### config.mk
export PLATFORM = sky130hd
export DESIGN_NAME = gpio_edge_irq
export DESIGN_NICKNAME = d
export VERILOG_FILES = /design/src/rtl/gpio_irq_pkg.sv /design/src/rtl/gpio_sync.sv /design/src/rtl/gpio_irq_ctrl.sv /design/src/rtl/gpio_irq_datapath.sv /design/src/rtl/gpio_edge_irq.sv
export SDC_FILE = /design/constraint.sdc
export NUM_CORES = 2
export LEC_CHECK = 0
export ABC_AREA = 1
export BUFFER_PORTS_ARGS = -buffer_cell sky130_fd_sc_hd__clkbuf_2
export CORE_MARGIN = 1
export CORE_UTILIZATION = 50
export DETAILED_ROUTE_END_ITERATION = 10
export HOLD_SLACK_MARGIN = 0.06
export PLACE_DENSITY = 0.68
export SYNTH_ARGS = -nofsm -noshare
export SYNTH_HDL_FRONTEND = slang
export SYNTH_SLANG_ARGS = --single-unit
### constraint.sdc
create_clock -name clk -period 4.4 [get_ports clk]
set_input_delay 0.44 -clock clk [delete_from_list [all_inputs] [get_ports clk]]
set_output_delay 0.44 -clock clk [all_outputs]
set_load 0.05 [all_outputs]
### src/rtl/gpio_irq_pkg.sv
package gpio_irq_pkg;

  typedef enum logic [1:0] {
    KIND_RISE = 2'd0,
    KIND_FALL = 2'd1,
    KIND_STAT = 2'd2,
    KIND_NONE = 2'd3
  } regKind_e;

  typedef struct packed {
    logic     riseWr;
    logic     fallWr;
    logic     statClr;
    logic     rdEn;
    regKind_e kind;
  } regStrobe_t;

endpackage

### src/rtl/gpio_sync.sv
module gpio_sync #(
  parameter int WIDTH = 128
) (
  input  logic             clk,
  input  logic             rstN,
  input  logic [WIDTH-1:0] din,
  output logic [WIDTH-1:0] dout
);

  logic [WIDTH-1:0] stage1;

  always_ff @(posedge clk) begin
    if (!rstN) begin
      stage1 <= '0;
      dout   <= '0;
    end else begin
      stage1 <= din;
      dout   <= stage1;
    end
  end

endmodule

### src/rtl/gpio_irq_ctrl.sv
module gpio_irq_ctrl
  import gpio_irq_pkg::*;
#(
  parameter int NUM_BANKS  = 4,
  parameter int BANK_IDX_W = 2,
  parameter int ADDR_W     = BANK_IDX_W + 2
) (
  input  logic                  clk,
  input  logic                  rstN,
  input  logic                  regWrEn,
  input  logic                  regRdEn,
  input  logic [ADDR_W-1:0]     regAddr,
  output regStrobe_t            strb,
  output logic [BANK_IDX_W-1:0] bankSel
);

  logic     bankOk;
  regKind_e kindSel;

  assign bankSel = regAddr[ADDR_W-1:2];
  assign bankOk  = ({1'b0, bankSel} < (BANK_IDX_W + 1)'(NUM_BANKS));
  assign kindSel = regKind_e'(regAddr[1:0]);

  always_comb begin
    strb         = '0;
    strb.kind    = bankOk ? kindSel : KIND_NONE;
    strb.rdEn    = regRdEn;
    if (regWrEn && bankOk) begin
      unique case (kindSel)
        KIND_RISE: strb.riseWr  = 1'b1;
        KIND_FALL: strb.fallWr  = 1'b1;
        KIND_STAT: strb.statClr = 1'b1;
        default:   ;
      endcase
    end
  end


  wr_onehot_chk: assert property (@(posedge clk) disable iff (!rstN)
    $onehot0({strb.riseWr, strb.fallWr, strb.statClr}));

endmodule

### src/rtl/gpio_irq_datapath.sv
module gpio_irq_datapath
  import gpio_irq_pkg::*;
#(
  parameter int NUM_BANKS  = 4,
  parameter int BANK_W     = 32,
  parameter int BANK_IDX_W = 2,
  parameter int NPINS      = NUM_BANKS * BANK_W
) (
  input  logic                  clk,
  input  logic                  rstN,
  input  logic [NPINS-1:0]      pinSync,
  input  logic [2*NPINS-1:0]    altFunc,
  input  regStrobe_t            strb,
  input  logic [BANK_IDX_W-1:0] bankSel,
  input  logic [BANK_W-1:0]     wrData,
  output logic [BANK_W-1:0]     rdData,
  output logic                  irqPin0,
  output logic                  irqPin1,
  output logic                  irqMux
);

  localparam logic [NPINS-1:0] DEDICATED = NPINS'(3);

  logic [NPINS-1:0] pinPrev;
  logic [NPINS-1:0] riseEn;
  logic [NPINS-1:0] fallEn;
  logic [NPINS-1:0] statQ;
  logic [NPINS-1:0] altBusy;
  logic [NPINS-1:0] edgeHit;
  logic [NPINS-1:0] clrVec;
  logic [NUM_BANKS-1:0] bankHit;

  always_ff @(posedge clk) begin
    if (!rstN) pinPrev <= '0;
    else       pinPrev <= pinSync;
  end

  for (genvar p = 0; p < NPINS; p++) begin : g_alt
    assign altBusy[p] = |altFunc[2*p +: 2];
  end

  assign edgeHit = ((pinSync & ~pinPrev & riseEn) |
                    (~pinSync & pinPrev & fallEn)) & ~altBusy;

  for (genvar b = 0; b < NUM_BANKS; b++) begin : g_bank
    assign bankHit[b] = (bankSel == BANK_IDX_W'(b));
    assign clrVec[b*BANK_W +: BANK_W] =
      (strb.statClr && bankHit[b]) ? wrData : '0;

    always_ff @(posedge clk) begin
      if (!rstN) begin
        riseEn[b*BANK_W +: BANK_W] <= '0;
        fallEn[b*BANK_W +: BANK_W] <= '0;
      end else begin
        if (strb.riseWr && bankHit[b]) riseEn[b*BANK_W +: BANK_W] <= wrData;
        if (strb.fallWr && bankHit[b]) fallEn[b*BANK_W +: BANK_W] <= wrData;
      end
    end
  end

  always_ff @(posedge clk) begin
    if (!rstN) statQ <= '0;
    else       statQ <= (statQ & ~clrVec) | edgeHit;
  end

  always_ff @(posedge clk) begin
    if (!rstN) begin
      rdData <= '0;
    end else if (strb.rdEn) begin
      unique case (strb.kind)
        KIND_RISE: rdData <= riseEn[int'(bankSel)*BANK_W +: BANK_W];
        KIND_FALL: rdData <= fallEn[int'(bankSel)*BANK_W +: BANK_W];
        KIND_STAT: rdData <= statQ[int'(bankSel)*BANK_W +: BANK_W];
        default:   rdData <= '0;
      endcase
    end
  end

  assign irqPin0 = statQ[0];
  assign irqPin1 = statQ[1];
  assign irqMux  = |(statQ & ~DEDICATED);


  no_spurious_set_chk: assert property (@(posedge clk) disable iff (!rstN)
    1'b1 |=> ((statQ & ~$past(statQ) & ~$past(edgeHit)) == '0));


  edge_wins_chk: assert property (@(posedge clk) disable iff (!rstN)
    1'b1 |=> (($past(edgeHit) & ~statQ) == '0));


  clear_needs_write_chk: assert property (@(posedge clk) disable iff (!rstN)
    !strb.statClr |=> ((~statQ & $past(statQ)) == '0));


  alt_blocks_chk: assert property (@(posedge clk) disable iff (!rstN)
    1'b1 |=> ((statQ & ~$past(statQ) & $past(altBusy)) == '0));

endmodule

### src/rtl/gpio_edge_irq.sv
module gpio_edge_irq
  import gpio_irq_pkg::*;
#(
  parameter int NUM_BANKS  = 4,
  parameter int BANK_W     = 32,
  parameter int NPINS      = NUM_BANKS * BANK_W,
  parameter int BANK_IDX_W = (NUM_BANKS > 1) ? $clog2(NUM_BANKS) : 1,
  parameter int ADDR_W     = BANK_IDX_W + 2
) (
  input  logic                 clk,
  input  logic                 rstN,
  input  logic [NPINS-1:0]     gpioIn,
  input  logic [2*NPINS-1:0]   pinAltFunc,
  input  logic                 regWrEn,
  input  logic                 regRdEn,
  input  logic [ADDR_W-1:0]    regAddr,
  input  logic [BANK_W-1:0]    regWrData,
  output logic [BANK_W-1:0]    regRdData,
  output logic                 irqPin0,
  output logic                 irqPin1,
  output logic                 irqMux
);

  logic [NPINS-1:0]      pinSync;
  regStrobe_t            strb;
  logic [BANK_IDX_W-1:0] bankSel;

  gpio_sync #(.WIDTH(NPINS)) u_sync (
    .clk  (clk),
    .rstN (rstN),
    .din  (gpioIn),
    .dout (pinSync)
  );

  gpio_irq_ctrl #(
    .NUM_BANKS  (NUM_BANKS),
    .BANK_IDX_W (BANK_IDX_W),
    .ADDR_W     (ADDR_W)
  ) u_ctrl (
    .clk     (clk),
    .rstN    (rstN),
    .regWrEn (regWrEn),
    .regRdEn (regRdEn),
    .regAddr (regAddr),
    .strb    (strb),
    .bankSel (bankSel)
  );

  gpio_irq_datapath #(
    .NUM_BANKS  (NUM_BANKS),
    .BANK_W     (BANK_W),
    .BANK_IDX_W (BANK_IDX_W),
    .NPINS      (NPINS)
  ) u_dp (
    .clk     (clk),
    .rstN    (rstN),
    .pinSync (pinSync),
    .altFunc (pinAltFunc),
    .strb    (strb),
    .bankSel (bankSel),
    .wrData  (regWrData),
    .rdData  (regRdData),
    .irqPin0 (irqPin0),
    .irqPin1 (irqPin1),
    .irqMux  (irqMux)
  );

endmodule

Word level (Yosys, flattened, before mapping)
Cells that the tools add are included.
- multiplexer cells: 9
- reduce and logical (&&, ||, !) cells: 143
- eq/ne operators: 5
- shift operators: 3
- bitwise operators: 12
- operators with widths (cell ; count):
    bitwise AND 128 bit ; 6
    NOT 128 bit ; 4
    variable part select 128 x 8 -> 32 bit ; 3
    bitwise OR 128 bit ; 2
    OR reduction 2 bit ; 128
    2-to-1 mux 32 bit ; 4
    OR reduction 126 bit ; 1
    case mux 32 bit (3 select lines) ; 1
    logical AND 1 bit ; 12
    equality test 2 bit (second input constant) ; 3
    equality test 2 x 1 -> 1 bit (second input constant) ; 2
    zero test 2 bit ; 2
    2-to-1 mux 1 bit ; 3
    2-to-1 mux 3 bit ; 1
- input port bits: 424
- register bits after elaboration: 800
- word-level logic and storage cells: 185
- output and inout port bits: 35

Longest topological paths before layout
- depth after elaboration: 8
- mapped depth: 13
- gate-level depth less buffers: 10

Cells and area by module
A second synthesis with hierarchy kept.
- cell total of the unflattened synthesis: 4585
- area, all modules: 32384.8 µm²
- by module, submodules not included (module ; sequential area each (µm²) ; area an instance (µm²) ; cells an instance ; instances):
    gpio_irq_datapath ; 10890.4 ; 25084.1 ; 3777 ; 1
    gpio_sync ; 5124.9 ; 7236.9 ; 796 ; 1
    gpio_irq_ctrl ; 0.0 ; 63.8 ; 12 ; 1

Least setup slack after synthesis
Ideal clock, no wire load.
- path kind: input to register
- start: input regAddr[0]
- end: register u_dp.rdData[0]
- path slack: 2.467 ns
- path buffers: 3
- data arrival time: 1.800 ns
- stages on the path: 13
- required time: 4.268 ns
- library setup time: 0.132 ns
- cells stage by stage: inv_1 -> ha_1 -> buf_2 -> buf_2 -> inv_2 -> clkbuf_1 -> nand2_1 -> nand2_1 -> nand2_1 -> nand2_1 -> inv_1 -> nand2_1 -> a21oi_1
- word-level cells in the longest chain between the ends: 2
- elaborated cells on any way between the ends: 4
- classes of those cells: 2 x eq/ne; 1 x mux; 1 x reduce/logical
- RTL lines (what ; RTL line ; source):
    start: declaration ; gpio_edge_irq.sv:16 ; input logic [ADDR_W-1:0] regAddr,
    equality test 2 bit, or another cell as far along ; gpio_irq_datapath.sv:70 ; unique case (strb.kind)
    case mux 32 bit (3 select lines) (*) ; gpio_irq_datapath.sv:70 ;
    end signal: assignment ; gpio_irq_datapath.sv:71 ; KIND_RISE: rdData <= riseEn[int'(bankSel)*BANK_W +: BANK_W];
    end signal: assignment ; gpio_irq_datapath.sv:72 ; KIND_FALL: rdData <= fallEn[int'(bankSel)*BANK_W +: BANK_W];
    end signal: assignment ; gpio_irq_datapath.sv:73 ; KIND_STAT: rdData <= statQ[int'(bankSel)*BANK_W +: BANK_W];
    end: declaration ; gpio_irq_datapath.sv:16 ; output logic [BANK_W-1:0] rdData,
Mark *: on every way between the ends. The rest lies on a longest branch, timed or not.
A chain may end at the register's enable or synchronous reset.

Worst setup path in the final report
- start: register u_dp.statQ[96]
- end: output irqMux
- word-level cells in the longest chain between the ends: 1
- RTL lines (what ; RTL line ; source):
    start: declaration ; gpio_irq_datapath.sv:27 ; logic [NPINS-1:0] statQ;
    start signal: assignment ; gpio_irq_datapath.sv:63 ; else statQ <= (statQ & ~clrVec) | edgeHit;
    OR reduction 126 bit ; gpio_irq_datapath.sv:81 ; assign irqMux = |(statQ & ~DEDICATED);
    end: declaration ; gpio_edge_irq.sv:21 ; output logic irqMux
No other way between the ends.

==> results.md <==
* Core area at 62100 µm²
* Final period utilization at 66.4%
* TritonCTS clock tree: yes
* # fillers at 5622
* Synth warn at 0
* Yosys cell types at 22
* Die width at 253 µm
* Worst skew pair latency at 0.64 ns
* Worst Path Required at 3.96 ns
* Final WL at 103 mm
* Worst EP arrival at 2.48 ns
* Worst path slowest cell: dfxtp_1
* Setup Buffers After CTS at 0
* CP Capture Type: output pin
* Total gr overflow at 0
* Fmax at 342 MHz
* Vias at 29715
* Maxcap violations at 0
* Most frequent cells in the layout: nand2_1, dfxtp_1, inv_1, a21oi_1, o21ai_0
* Die height at 253 µm
* Finished Layout Cells at 5673
* Detail Route Antenna Nets at 0
* Buf/Inv on CP at 1
* Register area at 16000 µm²
* Worst-Margin Slew at 1.32 ns
* Synth Instances at 4326
* Largest stage delay, worst path at 0.33 ns
* Initial DRC Count at 3178
* Final Hold Viols at 0
* Root Buffer Master: clkbuf_16
* DRC at 0
* Outcome: complete, no violations
* Diodes inserted at 0
* Mapped cell area at 31600 µm²
* H-Tree Depth at 3
* Post-synthesis sequential area ratio at 50.7%
* Pwr/cell area at 426 nW/µm²
* Placer congestion estimate at 0.863
* Post-DP HPWL at 67.9 mm
* Pre-antenna DRT Iters at 6
* Slew margin rel. at 12.0%
* Vias per inst at 5.24
* Tmin final at 2.92 ns
* First-pass GRT wire length at 155 mm
* Footprint of the multi-input gates at 12300 µm²
* Fin nets at 5203
* Setup CP Type: flip-flop to output pin
* Average wire per cell in the routed design at 18.2 µm
* DIE AREA at 64200 µm²
* I/O Buffers at 458
* Starting density of the core at 50.9%
* Largest net degree at the start of global routing at 214
* Final setup vio count at 0
* Vias in the first global route at 27104
* Post-synth net total at 4754
* Startpoint types: flip-flop
* Row Count at 91
* Count of pins over their slew limit at 0
* Total Routing Usage GR at 31.5%
* Post_cts resized at 0
* CTS Sinks at 800
* Unrepaired setup endpoints after global routing: no
* Placed cells at 5398
* Io pins at 459
* Most frequent CP cell: nor2_1
* VDD IR max at 0.000313 V
* Synth Register Bits at 800
* Share of cells above drive strength 1 at 14.3%
* Worst path cell trace: nor2_1, nand4_1, nor2_1, nand3_1, nor2_1, nand2_1, clkbuf_2
* Total leakage power at 18.4 nW
* HP Class: input port to flip-flop
* Final setup skew at 0.0247 ns
* Commonest non-fill, non-tap cell in the layout: nand2_1
* CTS buffer count at 84
* Core Util, Final at 61.9%
* Setup TNS at 0 ns
* Synthesis-to-layout area growth at 21.6%
* Top Family by Delay on Critical Path: simple AND/OR/NAND/NOR gates
* Initial antenna violation count at 1
* Clock slew at reported path FFs at 0.06 ns
* Synthesized area per cell at 7.30 µm²
* CTS max path bufs at 3
* Worst-path fanout max at 3
worst reg2reg max path, delay by kind of cell (launching register included):
family          cells  cell delay (ns)
buf+inv             1             0.04
simple gates        5             0.72
compound gates      1             0.06
flops               1             0.32
what timing repair did:
action / in CTS / in global routing
hold endpoints to repair: 126 / 0
endpoints found under the setup margin: 0 / 0
hold buffers: 128 / 0
routing by layer:
layer	track usage (%)	vias up	wire, µm
li1	-	14603	-
met1	41.8	13658	43200
met2	50.4	1270	46700
met3	6.37	182	9700
met4	11.9	2	3380
met5	0	-	13
power breakdown:
part | internal [mW] | switching (mW) | leakage [nW]
sequential | 7.47 | 0.131 | 6.53
combinational | 0.532 | 0.987 | 10.5
clock | 4.34 | 2.91 | 1.39
through the flow:
step                hold slack, ns  power [mW]  cell area (µm²)  setup WS (ns)
finish                      0.0669        16.4            38400           1.48
global route                0.0752        16.9            38400           1.43
detailed placement           0.397        9.16            34300           1.54
global placement             0.393        9.14            34300           1.62
floorplan                    0.390        8.53            31600           2.47
CTS                         0.0601        16.4            38400           1.53
logic make-up after synthesis:
family | synth area share (%)
flops | 50.7
fa+ha+maj | 0.158
simple gates | 21.3
compound gates | 17.4
buf+inv | 10.5
final cells by class:
type | count | area share [%]
repair buffers | 614 | 10.1
clock buffers | 126 | 6.54
clock inverters | 21 | 0.749
inverters | 624 | 6.11
flip-flops and latches | 800 | 41.7
well taps | 837 | 2.73
multi-input cells | 2651 | 32.1
registers in the layout, indices dropped and copies added (netlist names):
signal and flops:
u_dp.fallEn 128, u_dp.pinPrev 128, u_dp.riseEn 128, u_dp.statQ 128, u_sync.dout 128, u_sync.stage1 128, u_dp.rdData 32
worst paths after layout:
kind	start	cells past startpoint	slack (ns)	endpoint
min reg2reg	u_sync.stage1[99]	2	0.41	u_sync.dout[99]
max reg2reg	u_dp.riseEn[122]	7	3.07	u_dp.rdData[26]
min	gpioIn[53]	3	0.07	u_sync.stage1[53]
max	u_dp.statQ[96]	7	1.48	irqMux
synthesized netlist by cell type:
master       n  share of area (%)
nand2_1   1010                 12
dfxtp_1    800                 51
inv_1      616                7.3
a21oi_1    521                8.3
o21ai_0    488                7.7
clkbuf_1   214                2.5
nand3_1    207                3.3
nor2_1     207                2.5
nand3b_1    73                1.7
or2_2       58                1.1
o31ai_1     36               0.86
buf_2       25               0.40
a211o_1     19               0.53
nand4_1     14               0.28
buf_1       12               0.14
nor2_4       8               0.29
inv_2        7              0.083
ha_1         4               0.16
nor2_2       3              0.059
nor4_1       2              0.040
clkinv_1     1              0.012
o21ai_1      1              0.016
Power figures use the tool's default switching activity.
